==> config.mk <==
export PLATFORM = sky130hd
export DESIGN_NAME = tfr_frame_regs
export DESIGN_NICKNAME = d
export VERILOG_FILES = /design/src/rtl/tfr_pkg.sv /design/src/rtl/tfr_common.sv /design/src/rtl/tfr_channel.sv /design/src/rtl/tfr_frame_regs.sv
export SDC_FILE = /design/constraint.sdc
export NUM_CORES = 2
export LEC_CHECK = 0
export CAP_MARGIN = 20
export CORE_ASPECT_RATIO = 1.5
export CORE_UTILIZATION = 45
export CTS_CLUSTER_SIZE = 8
export DETAILED_ROUTE_END_ITERATION = 16
export SETUP_SLACK_MARGIN = 0.4
export SYNTH_ARGS = -nofsm -noshare
export SYNTH_HDL_FRONTEND = slang
export SYNTH_HIERARCHICAL = 1
export SYNTH_SLANG_ARGS = --single-unit
==> constraint.sdc <==
create_clock -name clk -period 10.1 [get_ports clk]
set_clock_uncertainty 0.15 [all_clocks]
set_input_delay 2.02 -clock clk [delete_from_list [all_inputs] [get_ports clk]]
set_output_delay 2.02 -clock clk [all_outputs]
set_load 0.005 [all_outputs]
==> src/rtl/tfr_pkg.sv <==
`timescale 1ns/1ps
package tfr_pkg;
  localparam int WORD_W = 32;
  localparam int CNT_W  = 2 * WORD_W;

  // word index = byte offset [5:2]
  localparam logic [3:0] IX_PCNT_LO = 4'h0;
  localparam logic [3:0] IX_PCNT_HI = 4'h1;
  localparam logic [3:0] IX_VCNT_LO = 4'h2;
  localparam logic [3:0] IX_VCNT_HI = 4'h3;
  localparam logic [3:0] IX_FREQ    = 4'h4;
  localparam logic [3:0] IX_ACCESS  = 4'h5;
  localparam logic [3:0] IX_VOFF_LO = 4'h6;
  localparam logic [3:0] IX_VOFF_HI = 4'h7;
  localparam logic [3:0] IX_CH_BASE = 4'h8; // phys at 8, virt at 12
  localparam int         CH_STRIDE  = 4;    // cmp_lo, cmp_hi, tval, ctl

  typedef struct packed {
    logic mask;
    logic en;
  } ctl_t;

  function automatic logic [CNT_W-1:0] virt_count(input logic [CNT_W-1:0] cnt,
                                                  input logic [CNT_W-1:0] off);
    return cnt - off;
  endfunction

  function automatic logic [WORD_W-1:0] tval_view(input logic [CNT_W-1:0] cmp,
                                                  input logic [CNT_W-1:0] cnt);
    logic [CNT_W-1:0] diff;
    diff = cmp - cnt;
    return diff[WORD_W-1:0];
  endfunction

  function automatic logic [CNT_W-1:0] tval_to_cmp(input logic [CNT_W-1:0]  cnt,
                                                   input logic [WORD_W-1:0] tv);
    return cnt + {{(CNT_W-WORD_W){tv[WORD_W-1]}}, tv};
  endfunction

  function automatic logic reached(input logic [CNT_W-1:0] cnt,
                                   input logic [CNT_W-1:0] cmp);
    return cnt >= cmp;
  endfunction
endpackage

==> src/rtl/tfr_common.sv <==
`timescale 1ns/1ps
module tfr_common
  import tfr_pkg::*;
(
  input  logic              clk,
  input  logic              rst_n,
  input  logic              wr_freq,
  input  logic              wr_access,
  input  logic              wr_voff_lo,
  input  logic              wr_voff_hi,
  input  logic [WORD_W-1:0] wdata,
  output logic [WORD_W-1:0] freq,
  output logic [WORD_W-1:0] access,
  output logic [CNT_W-1:0]  voff
);
  always_ff @(posedge clk) begin
    if (!rst_n) begin
      freq   <= '0;
      access <= '0;
      voff   <= '0;
    end else begin
      if (wr_freq)    freq   <= wdata;
      if (wr_access)  access <= wdata;
      if (wr_voff_lo) voff[WORD_W-1:0]     <= wdata;
      if (wr_voff_hi) voff[CNT_W-1:WORD_W] <= wdata;
    end
  end
endmodule

==> src/rtl/tfr_channel.sv <==
`timescale 1ns/1ps
module tfr_channel
  import tfr_pkg::*;
(
  input  logic              clk,
  input  logic              rst_n,
  input  logic [CNT_W-1:0]  cnt,
  input  logic              wr_cmp_lo,
  input  logic              wr_cmp_hi,
  input  logic              wr_tval,
  input  logic              wr_ctl,
  input  logic [WORD_W-1:0] wdata,
  output logic [CNT_W-1:0]  cmp,
  output logic [WORD_W-1:0] tval,
  output logic [WORD_W-1:0] ctl_word,
  output logic              hit,
  output logic              irq
);
  ctl_t ctl;
  logic status;

  always_ff @(posedge clk) begin
    if (!rst_n) begin
      cmp <= '0;
      ctl <= '0;
    end else begin
      if (wr_cmp_lo) cmp[WORD_W-1:0]     <= wdata;
      if (wr_cmp_hi) cmp[CNT_W-1:WORD_W] <= wdata;
      if (wr_tval)   cmp <= tval_to_cmp(cnt, wdata);
      if (wr_ctl) begin
        ctl.en   <= wdata[0];
        ctl.mask <= wdata[1];
      end
    end
  end

  assign hit      = reached(cnt, cmp);
  assign status   = ctl.en & hit;
  assign irq      = status & ~ctl.mask;
  assign tval     = tval_view(cmp, cnt);
  assign ctl_word = {{(WORD_W-3){1'b0}}, status, ctl.mask, ctl.en};
endmodule

==> src/rtl/tfr_frame_regs.sv <==
`timescale 1ns/1ps
module tfr_frame_regs
  import tfr_pkg::*;
#(
  parameter int ADDR_W = 12
) (
  input  logic              clk,
  input  logic              rst_n,
  input  logic [CNT_W-1:0]  cnt_i,
  input  logic              req_valid,
  output logic              req_ready,
  input  logic              req_write,
  input  logic [ADDR_W-1:0] req_addr,
  input  logic [WORD_W-1:0] req_wdata,
  output logic              rsp_valid,
  output logic [WORD_W-1:0] rsp_rdata,
  output logic              irq_phys,
  output logic              irq_virt
);
  localparam int NUM_WORDS = 16;
  localparam int NUM_CH    = 2;

  logic                        accept;
  logic                        mapped;
  logic [3:0]                  widx;
  logic [NUM_WORDS-1:0]        wr_sel;
  logic [WORD_W-1:0]           freq, access;
  logic [CNT_W-1:0]            voff;
  logic [CNT_W-1:0]            vcnt_w;
  logic [NUM_CH-1:0][CNT_W-1:0]  ch_cnt, ch_cmp;
  logic [NUM_CH-1:0][WORD_W-1:0] ch_tval, ch_ctl;
  logic [NUM_CH-1:0]           ch_hit, ch_irq;
  logic [CNT_W-1:0]            p_cmp_w, v_cmp_w;
  logic [WORD_W-1:0]           rd_mux;

  assign req_ready = ~rsp_valid;
  assign accept    = req_valid & req_ready;
  assign widx      = req_addr[5:2];
  assign mapped    = (req_addr[ADDR_W-1:6] == '0);
  assign vcnt_w    = virt_count(cnt_i, voff);

  for (genvar w = 0; w < NUM_WORDS; w++) begin : g_wsel
    assign wr_sel[w] = accept & req_write & mapped & (widx == 4'(w));
  end

  tfr_common u_common (
    .clk        (clk),
    .rst_n      (rst_n),
    .wr_freq    (wr_sel[IX_FREQ]),
    .wr_access  (wr_sel[IX_ACCESS]),
    .wr_voff_lo (wr_sel[IX_VOFF_LO]),
    .wr_voff_hi (wr_sel[IX_VOFF_HI]),
    .wdata      (req_wdata),
    .freq       (freq),
    .access     (access),
    .voff       (voff)
  );

  for (genvar c = 0; c < NUM_CH; c++) begin : g_ch
    localparam int B = int'(IX_CH_BASE) + c * CH_STRIDE;
    if (c == 0) begin : g_src_phys
      assign ch_cnt[c] = cnt_i;
    end else begin : g_src_virt
      assign ch_cnt[c] = vcnt_w;
    end
    tfr_channel u_chan (
      .clk       (clk),
      .rst_n     (rst_n),
      .cnt       (ch_cnt[c]),
      .wr_cmp_lo (wr_sel[B]),
      .wr_cmp_hi (wr_sel[B+1]),
      .wr_tval   (wr_sel[B+2]),
      .wr_ctl    (wr_sel[B+3]),
      .wdata     (req_wdata),
      .cmp       (ch_cmp[c]),
      .tval      (ch_tval[c]),
      .ctl_word  (ch_ctl[c]),
      .hit       (ch_hit[c]),
      .irq       (ch_irq[c])
    );
  end

  assign irq_phys = ch_irq[0];
  assign irq_virt = ch_irq[1];
  assign p_cmp_w  = ch_cmp[0];
  assign v_cmp_w  = ch_cmp[1];

  always_comb begin
    rd_mux = '0;
    case (widx)
      IX_PCNT_LO: rd_mux = cnt_i[WORD_W-1:0];
      IX_PCNT_HI: rd_mux = cnt_i[CNT_W-1:WORD_W];
      IX_VCNT_LO: rd_mux = vcnt_w[WORD_W-1:0];
      IX_VCNT_HI: rd_mux = vcnt_w[CNT_W-1:WORD_W];
      IX_FREQ:    rd_mux = freq;
      IX_ACCESS:  rd_mux = access;
      IX_VOFF_LO: rd_mux = voff[WORD_W-1:0];
      IX_VOFF_HI: rd_mux = voff[CNT_W-1:WORD_W];
      4'h8:       rd_mux = ch_cmp[0][WORD_W-1:0];
      4'h9:       rd_mux = ch_cmp[0][CNT_W-1:WORD_W];
      4'hA:       rd_mux = ch_tval[0];
      4'hB:       rd_mux = ch_ctl[0];
      4'hC:       rd_mux = ch_cmp[1][WORD_W-1:0];
      4'hD:       rd_mux = ch_cmp[1][CNT_W-1:WORD_W];
      4'hE:       rd_mux = ch_tval[1];
      default:    rd_mux = ch_ctl[1];
    endcase
  end

  always_ff @(posedge clk) begin
    if (!rst_n) begin
      rsp_valid <= 1'b0;
      rsp_rdata <= '0;
    end else begin
      rsp_valid <= accept;
      if (accept) rsp_rdata <= (req_write || !mapped) ? '0 : rd_mux;
    end
  end
endmodule

==> run summary <==
Power Density -> 110 nW/um2
Static Leakage -> 15.3 nW
relative slew slack -> 21.6%
DRC Markers -> 0
grt peak-use layer -> met2
Ys Warns -> 6
grt met3 use -> 10.2%
total gr overflow -> 0
Max FO, Critical Path -> 6
peak supply drop -> 0.109 mV
min cycle time layout -> 9.58 ns
postcts setup bufs -> 0
core area -> 75,100 um2
Port Buffers -> 145
Crit. End Element -> output port
gpl congestion -> 1.08
Ports -> 148
drt wl/cell -> 31.5 um
Clk Latency, worst-skew pair -> 0.63 ns
RSZ-0062 raised after global routing -> no
routing usage on met1 -> 52.2%
Post-Syn Instances -> 4,504
Final Max Tran Viols -> 0
H-Tree Level Count -> 2
Detailed Route WL -> 179 mm
pin count of the biggest net entering global routing -> 69
most common cell after layout, fill and taps aside -> ha_1
fill count -> 7,804
measured slew at the worst slew-check pin -> 1.17 ns
clk sinks -> 293
Crit Path Category -> in -> out
pre-CTS setup slack -> 0.335 ns
DR iter-0 viols -> 4,314
Final ANT Viol Nets -> 0
worst setup slack after layout -> 0.520 ns
Starting Density -> 45.6%
Startpoint Class -> input pin
Critical Path AT -> 7.41 ns
share of cells above drive strength 1 -> 8.98%
row cnt -> 123
Bufs on Longest Clock Path -> 3
Die ar. -> 77,200 um2
fin nets -> 5,165
initial antenna violation count -> 9
Post-Syn Area per Cell -> 7.60 um2
Setup-failing EPs final -> 0
first drt pass iteration count -> 8
CTS tree -> yes
Area after DPL -> 37,300 um2
commonest cells after routing, fill and taps aside -> ha_1 (374), a21oi_1 (359), inv_1 (345)
CTS Buf Count -> 43
Layout Utilization -> 51.4%
status -> completed
vias post-DR -> 37,500
setup TNS -> 0 ns
Vias/cell -> 6.60
root buf cell -> clkbuf_16
worst hold slack -> 0.308 ns
final HPWL from detailed placement -> 141 mm
final instance area -> 38,600 um2
register area -> 5870 um2
Min-Delay Path Class -> reg -> reg
first-pass GRT wire length -> 250 mm
vias in the first global route -> 35,600
combined area of the multi-input logic cells -> 25,700 um2
Total GRT Usage -> 45.2%
Die Y -> 340 um
area grow syn2layout -> 12.8%
required time worst endpoint -> 7.93 ns
Post-Syn Area -> 34,200 um2
max-cap violations -> 0
M2 GR Usage -> 70.8%
Final Hold Fails -> 0
Peak Freq -> 104 MHz
final critical-path share of the clock period -> 94.9%
Worst-path clk slew -> 0.05 ns
DIE WIDTH -> 227 um
## worst max-delay path, cell delays in order
cell and delay [ns]:
clkdlybuf4s50_1 0.51, ha_1 0.44, a21oi_2 0.23, nand2_1 0.07, a211oi_1 0.24, o31a_2 0.33
o21ai_0 0.18, a21boi_1 0.29, o21ai_0 0.19, a21o_1 0.22, xor2_1 0.27, ha_1 0.31
a21o_1 0.19, a21o_1 0.17, a21o_1 0.17, a21o_1 0.17, a21oi_1 0.18, o221ai_1 0.15
a41oi_1 0.19, o22ai_1 0.12, o211a_1 0.29, clkdlybuf4s50_1 0.47
## power by group
| group | internal [W] | switching (W) | total, W |
|---|---|---|---|
| clock | 0.000787 | 0.000634 | 0.00142 |
| sequential | 0.00116 | 0.000000739 | 0.00116 |
| combinational | 0.000584 | 0.00110 | 0.00168 |
## area by class of cell
type / count / area share, %
clock inverter: 3 / 0.126
antenna: 4 / 0.0259
inverter: 346 / 3.37
tap: 1000 / 3.24
multi-input combinational: 3598 / 66.6
sequential: 293 / 15.2
clock buffer: 51 / 2.94
timing repair buffer: 387 / 8.48
## final timing paths
path,startpoint,endpoint,slack (ns),cells after the start
setup / recovery,cnt_i[11],irq_virt,0.52,22
hold / removal,rsp_rdata[7],rsp_rdata[7],0.31,2
setup reg to reg,u_common/voff[0],rsp_rdata[24],3.52,22
hold reg to reg,rsp_rdata[7],rsp_rdata[7],0.31,2
## flip-flops by register name, summed over array words and instances, names as in the netlist
| name | flops |
|---|---|
| g_ch.u_chan/cmp | 128 |
| u_common/voff | 64 |
| rsp_rdata | 32 |
| u_common/access | 32 |
| u_common/freq | 32 |
| g_ch.u_chan/ctl_word | 4 |
| rsp_valid | 1 |
## through the flow
| stage | power, W | std cells |
|---|---|---|
| 2_1_floorplan | 0.00214 | 4560 |
| 3_3_place_gp | 0.00279 | 5621 |
| 3_5_place_dp | 0.00279 | 5622 |
| 4_1_cts | 0.00419 | 5676 |
| 5_1_grt | 0.00437 | 5678 |
| 6_report | 0.00426 | 5682 |
## metal layers
layer / vias up / share of wire, %
li1: 16800 / -
met2: 2094 / 44
met1: 18000 / 36
met4: 8 / 9.9
met5: - / 0.031
met3: 669 / 9.8
## repair_timing
action / 4_1_cts / 5_1_grt
endpoints found under the hold margin: 0 / 0
hold buffers: 0 / 0
resized for setup: 2 / 22
endpoints found under the setup margin: 1 / 1
Note: power is estimated with default switching activity, not from simulation.
